[config.mk]
export PLATFORM = sky130hd
export DESIGN_NAME = hsw_cap_top
export DESIGN_NICKNAME = d
export VERILOG_FILES = /design/src/rtl/hsw_pkg.sv /design/src/rtl/hsw_handle_filter.sv /design/src/rtl/hsw_status_reg.sv /design/src/rtl/hsw_cap_top.sv
export SDC_FILE = /design/constraint.sdc
export NUM_CORES = 1
export LEC_CHECK = 0
export ABC_CLOCK_PERIOD_IN_PS = 2800
export BUFFER_PORTS_ARGS = -buffer_cell sky130_fd_sc_hd__buf_2
export CORE_MARGIN = 1
export CORE_UTILIZATION = 35
export CTS_BUF_LIST = sky130_fd_sc_hd__clkbuf_16
export DETAILED_ROUTE_END_ITERATION = 12
export PLACE_DENSITY = 0.83
export SYNTH_ARGS = -nofsm -noshare
export SYNTH_HDL_FRONTEND = slang
export SYNTH_HIERARCHICAL = 1
export SYNTH_SLANG_ARGS = --single-unit
[constraint.sdc]
create_clock -name clk -period 2.8 [get_ports clk]
set_clock_uncertainty 0.05 [all_clocks]
set_input_delay 0.14 -clock clk [delete_from_list [all_inputs] [get_ports clk]]
set_output_delay 0.14 -clock clk [all_outputs]
set_load 0.02 [all_outputs]
[src/rtl/hsw_pkg.sv]
package hsw_pkg;

    localparam logic [7:0] HSW_CAP_ID = 8'h06;

    localparam int INS_BIT = 7;
    localparam int EXT_BIT = 6;
    localparam int LOO_BIT = 3;
    localparam int EIM_BIT = 1;

    typedef struct packed {
        logic ins;
        logic ext;
        logic loo;
        logic eim;
    } hsw_state_t;

    typedef struct packed {
        logic rise;
        logic fall;
    } hdl_evt_t;

    localparam hsw_state_t HSW_RESET_STATE = '{ins: 1'b0, ext: 1'b0, loo: 1'b1, eim: 1'b0};

    function automatic logic [7:0] pack_status(hsw_state_t s);
        logic [7:0] b;
        b          = '0;
        b[INS_BIT] = s.ins;
        b[EXT_BIT] = s.ext;
        b[LOO_BIT] = s.loo;
        b[EIM_BIT] = s.eim;
        return b;
    endfunction

endpackage

[src/rtl/hsw_handle_filter.sv]
module hsw_handle_filter
    import hsw_pkg::*;
#(
    parameter int DB_CYCLES = 16
) (
    input  logic     clk,
    input  logic     rst,
    input  logic     raw_i,
    output hdl_evt_t evt_o
);
    localparam int CW = (DB_CYCLES > 1) ? $clog2(DB_CYCLES) : 1;
    localparam logic [CW-1:0] CNT_LAST = CW'(DB_CYCLES - 1);

    logic [1:0]    sync_q;
    logic [CW-1:0] cnt_q;
    logic          level_q;
    logic          settle;

    // the synchronized level has differed long enough: take it this cycle
    assign settle = (sync_q[1] != level_q) && (cnt_q == CNT_LAST);

    always_ff @(posedge clk) begin
        if (rst) begin
            sync_q  <= '0;
            cnt_q   <= '0;
            level_q <= 1'b0;
        end else begin
            sync_q <= {sync_q[0], raw_i};
            if (sync_q[1] == level_q) begin
                cnt_q <= '0;
            end else if (settle) begin
                cnt_q   <= '0;
                level_q <= sync_q[1];
            end else begin
                cnt_q <= cnt_q + 1'b1;
            end
        end
    end

    assign evt_o.rise = settle & sync_q[1];
    assign evt_o.fall = settle & ~sync_q[1];

endmodule

[src/rtl/hsw_status_reg.sv]
module hsw_status_reg
    import hsw_pkg::*;
(
    input  logic       clk,
    input  logic       rst,
    input  hdl_evt_t   evt_i,
    input  logic       wr_en_i,
    input  logic [7:0] wr_byte_i,
    output hsw_state_t st_o
);
    hsw_state_t st_q;
    logic       clr_ins;
    logic       clr_ext;

    assign clr_ins = wr_en_i & wr_byte_i[INS_BIT];
    assign clr_ext = wr_en_i & wr_byte_i[EXT_BIT];

    always_ff @(posedge clk) begin
        if (rst) begin
            st_q <= HSW_RESET_STATE;
        end else begin
            // a new event outranks a clear arriving in the same cycle
            st_q.ins <= evt_i.rise | (st_q.ins & ~clr_ins);
            st_q.ext <= evt_i.fall | (st_q.ext & ~clr_ext);
            if (wr_en_i) begin
                st_q.loo <= wr_byte_i[LOO_BIT];
                st_q.eim <= wr_byte_i[EIM_BIT];
            end
        end
    end

    assign st_o = st_q;

endmodule

[src/rtl/hsw_cap_top.sv]
module hsw_cap_top
    import hsw_pkg::*;
#(
    parameter int         DB_CYCLES = 16,
    parameter logic [7:0] NEXT_PTR  = 8'h48
) (
    input  logic        clk,
    input  logic        rst,
    input  logic        handle_raw_i,
    input  logic        cfg_wr_i,
    input  logic [3:0]  cfg_be_i,
    input  logic [31:0] cfg_wdata_i,
    output logic [31:0] cfg_rdata_o,
    output logic        enum_oe_o,
    output logic        led_on_o
);
    hdl_evt_t   hevt;
    hsw_state_t st;
    logic       hdl_rise;
    logic       hdl_fall;
    logic       st_wr;
    logic       unused_wr_bits;

    hsw_handle_filter #(.DB_CYCLES(DB_CYCLES)) filt_i (
        .clk   (clk),
        .rst   (rst),
        .raw_i (handle_raw_i),
        .evt_o (hevt)
    );

    assign hdl_rise = hevt.rise;
    assign hdl_fall = hevt.fall;
    assign st_wr    = cfg_wr_i & cfg_be_i[2];

    hsw_status_reg stat_i (
        .clk       (clk),
        .rst       (rst),
        .evt_i     (hevt),
        .wr_en_i   (st_wr),
        .wr_byte_i (cfg_wdata_i[23:16]),
        .st_o      (st)
    );

    assign cfg_rdata_o = {8'h00, pack_status(st), NEXT_PTR, HSW_CAP_ID};
    assign enum_oe_o   = (st.ins | st.ext) & ~st.eim;
    assign led_on_o    = st.loo;

    assign unused_wr_bits = ^{cfg_wdata_i[31:24], cfg_wdata_i[15:0],
                              cfg_be_i[3], cfg_be_i[1:0]};

endmodule

==> results <==
- Measured along the x axis, the die boundary spans 45.28 µm.
- The top-level port count is 74.
- The total of warnings raised by yosys is 6.
- The highest layer used for signal routing is met3.
- Among all stages on the critical path, the largest delay is contributed by sky130_fd_sc_hd__nor3b_1.
- The area added between synthesis and finish is 9.160%.
- The pin count of the biggest net entering global routing is 9.
- After detailed routing, the met2 layer carries 438 µm of wire.
- Post-CTS timing repair inserted 0 buffers for setup.
- The count of nets left with antenna violations once routing finished came out at 0.
- STA classifies the critical path endpoint as a register.
- The die covers 2050 µm².
- The region available for standard cell placement spans 1745 µm².
- The worst path required time is 2.89 ns.
- Of the total power, registers draw 34.8%.
- TritonCTS created 3 clock buffers.
- The largest stage delay on the critical path is 0.37 ns.
- Setup repair after global routing left no endpoint under its margin.
- On the critical path the largest part of the delay comes from simple AND/OR/NAND/NOR gates.
- After detailed routing, the number of vias per cell comes to 3.637.
- The final count of hold timing violations is 0.
- The power per cell area is 653.7 nW/µm².
- The critical path goes through ha_1, nand3_2, nor3b_1, inv_1, a311oi_1.
- Clock-pin slew was measured on the worst setup and hold paths at 0.04 ns.
- The kind of critical path is register to register.
- The initial utilization of the core area, before any placement, comes to 37.56%.
- The total routed wire length on the met1 layer is 295 µm.
- The analysis attributes to cell leakage a power of 0.0003745 µW.
- The placed instances occupy a cell area of 636.9 µm².
- Port buffering added 14 buffers.
- The share of post-route cells with drive strength above 1 is 22.73%.
- The area of all placed cells without fillers is 715.7 µm².
- Timing would allow up to 656.1 MHz.
- Detailed routing placed a total of 56 µm of wire on met3.
- The critical path arrival is 1.62 ns.
- The sum of buffers and inverters on the critical path is 1.
- The highest ir drop seen on vdd is 445.6 µV.
- The setup-violating endpoint count in the final report is 0.
- In the final routed layout, each cell accounts on average for 6.991 µm.
- The overall fraction of global-route tracks in use is 8.396%.
- The count of H-tree levels built during CTS is 1.
- The HPWL reported at the end of detailed placement is 686.4 µm.
- Measured along the y axis, the die boundary spans 45.28 µm.
- After floorplanning, the core was divided into 15 placement rows.
- The detailed router's first-iteration violation count is 6.
- Max-cap violations in this run came to 0.
- The final routed DRC violation total is 0.
- For this run the aggregate overflow at the end of global routing stands at 0.
- Before antenna repair, the detailed router went through 4 iterations.
- The path class of the tightest hold or removal check is input pin to register.
- In this run, post-CTS hold repair placed 0 buffers.
- The cell area after synthesis is 655.6 µm².
- The flip-flop and latch count after synthesis is 11.
- The clock tree from TritonCTS is done.
- The via count of the first global-routing pass is 312.
- The net load switching power is 110.4 µW.
- The final-stage net count is 130.
- The synthesized area per cell is 8.981 µm².
- The count of inserted antenna diode cells is 0.
- The count of vias placed by the detailed router is 411.
- The clock passes through at most 2 buffers.
- The accumulated negative setup slack is 0 ns.
- Along the worst path, the maximum fanout reaches 4.
- The total routed wirelength is 790 µm.
- The post-cts sizing count is 0.
- The clock share of power is 53.8%.
- The clock sink count is 11.
- For the worst-skew pair, the clock arrives at the later sink with an insertion delay of 0.23 ns.
- Yosys mapped the design onto 18 distinct sky130hd cell types.
- Per report_power, the combinational group accounts for 11.4% of the total.
- The tree is rooted in a sky130_fd_sc_hd__clkbuf_16.
- The sequential element share of the synthesized area is 33.59%.
- In the synthesized netlist, the number of instances is 73.
- The number of antenna violations at the first check in global routing is 0.
- The number of max-slew violations in the final report was 0.
- The flow ran to the end, and the final reports show no timing, DRC or antenna violations.
- The first-pass GRT wire length is 1228 µm.
- In this run switching power makes up 23.59% of total power.
- At the end of routability-driven placement, the weighted congestion stood at 0.7163.
- The type of origin of the critical path is a register.
- After layout, the minimum clock period comes to 1.524 ns.
- The internal power of the cells totals 357.5 µW.
- In the finished design, the share of the clock period the worst path needs comes to 54.43%.
[cells in the mapped netlist]
| master | count | share of area (%) |
|---|---|---|
| sky130_fd_sc_hd__nand3_1 | 1 | 0.76 |
| sky130_fd_sc_hd__a211o_1 | 1 | 1.3 |
| sky130_fd_sc_hd__mux2i_1 | 2 | 3.1 |
| sky130_fd_sc_hd__ha_1 | 1 | 1.9 |
| sky130_fd_sc_hd__nor2_1 | 6 | 3.4 |
| sky130_fd_sc_hd__a311oi_1 | 2 | 2.7 |
| sky130_fd_sc_hd__buf_4 | 29 | 33 |
| sky130_fd_sc_hd__o21ba_1 | 1 | 1.5 |
| sky130_fd_sc_hd__inv_1 | 4 | 2.3 |
| sky130_fd_sc_hd__nor2_2 | 1 | 0.95 |
| sky130_fd_sc_hd__nor2b_1 | 3 | 2.9 |
| sky130_fd_sc_hd__conb_1 | 2 | 1.1 |
| sky130_fd_sc_hd__nand3_2 | 2 | 3.1 |
| sky130_fd_sc_hd__and3_1 | 1 | 0.95 |
| sky130_fd_sc_hd__dfxtp_1 | 11 | 34 |
| sky130_fd_sc_hd__and2_1 | 1 | 0.95 |
| sky130_fd_sc_hd__nor3b_1 | 2 | 2.3 |
| sky130_fd_sc_hd__xor2_1 | 3 | 4.0 |
[logic make-up (layout without fill, tap and decap cells)]
kind of cell / Yosys count / after routing / synth area share (%)
AOI/OAI and AO/OA: 4 / 4 / 5.535
xor gates and xnor gates: 3 / 3 / 4.008
adders and majority gates: 1 / 1 / 1.908
buffers and inverters: 33 / 22 / 35.50
DFF: 11 / 11 / 33.59
muxes: 2 / 2 / 3.054
other: 2 / 28 / 1.145
and+or+nand+nor: 17 / 17 / 15.27
[power groups by stage]
| stage | Combinational [µW] | Clock (µW) | Sequential (µW) |
|---|---|---|---|
| finish | 53.3 | 252 | 163 |
| global route | 58.5 | 267 | 163 |
| CTS | 52.9 | 261 | 163 |
| detailed placement | 52.9 | 0 | 166 |
| global placement | 52.2 | 0 | 165 |
| floorplan | 72.1 | 0 | 167 |
[stage by stage]
stage	power [µW]	hold slack [ns]	util (%)	instances	setup WS [ns]
after detailed placement	218.5	0.3011	36.49	109	1.306
final	467.8	0.05714	41.00	113	1.276
after floorplan	239.4	0.1616	-	99	1.490
after global routing	488.7	0.06352	41.00	113	1.189
after global placement	217.5	0.2906	36.49	109	1.400
after CTS	476.3	0.05423	41.00	113	1.298
[placed cells by master, fill, tap and decap left out, types with 3 or more instances in the layout]
| cell | count |
|---|---|
| sky130_fd_sc_hd__xor2_1 | 3 |
| sky130_fd_sc_hd__nor2b_1 | 3 |
| sky130_fd_sc_hd__clkbuf_16 | 3 |
| sky130_fd_sc_hd__nor2_1 | 6 |
| sky130_fd_sc_hd__conb_1 | 28 |
| sky130_fd_sc_hd__inv_1 | 5 |
| sky130_fd_sc_hd__buf_2 | 14 |
| sky130_fd_sc_hd__dfxtp_1 | 11 |
[final timing paths]
path | startpoint | to | slack (ns) | cells past startpoint
worst min-delay path | cfg_wdata_i[22] | stat_i/st_o[2] | 0.06 | 2
worst max register to register | filt_i/cnt_q[0] | stat_i/st_o[3] | 1.28 | 5
worst min register to register | filt_i/sync_q[0] | filt_i/sync_q[1] | 0.38 | 1
worst max-delay path | filt_i/cnt_q[0] | stat_i/st_o[3] | 1.28 | 5
[flip-flops by register name, summed over array words and instances, names as in the netlist]
register        cells
filt_i/cnt_q        4
filt_i/level_q      1
filt_i/sync_q       2
stat_i/st_o         4
[final cells by class]
| class | instances | area (µm²) |
|---|---|---|
| Sequential cell | 11 | 220.2 |
| Fill cell | 169 | 1030 |
| Clock buffer | 3 | 75.07 |
| Tap cell | 25 | 31.28 |
| Timing Repair Buffer | 14 | 70.07 |
| Clock inverter | 1 | 3.754 |
| Inverter | 4 | 15.01 |
| Multi-Input combinational cell | 55 | 300.3 |
[worst reg2reg max path: cells and delay by family (launching register included)]
kind,cells,cell delay (ns)
AOI/OAI and AO/OA,1,0.26
buffers and inverters,1,0.07
and+or+nand+nor,2,0.50
adders and majority gates,1,0.21
DFF,1,0.34
[per-layer routing]
metal | vias up | track usage (%)
met5 | - | 0
met4 | 0 | 7.273
met3 | 0 | 0
met2 | 23 | 15.07
met1 | 184 | 9.069
li1 | 204 | -
(Power assumes the default switching activity.)
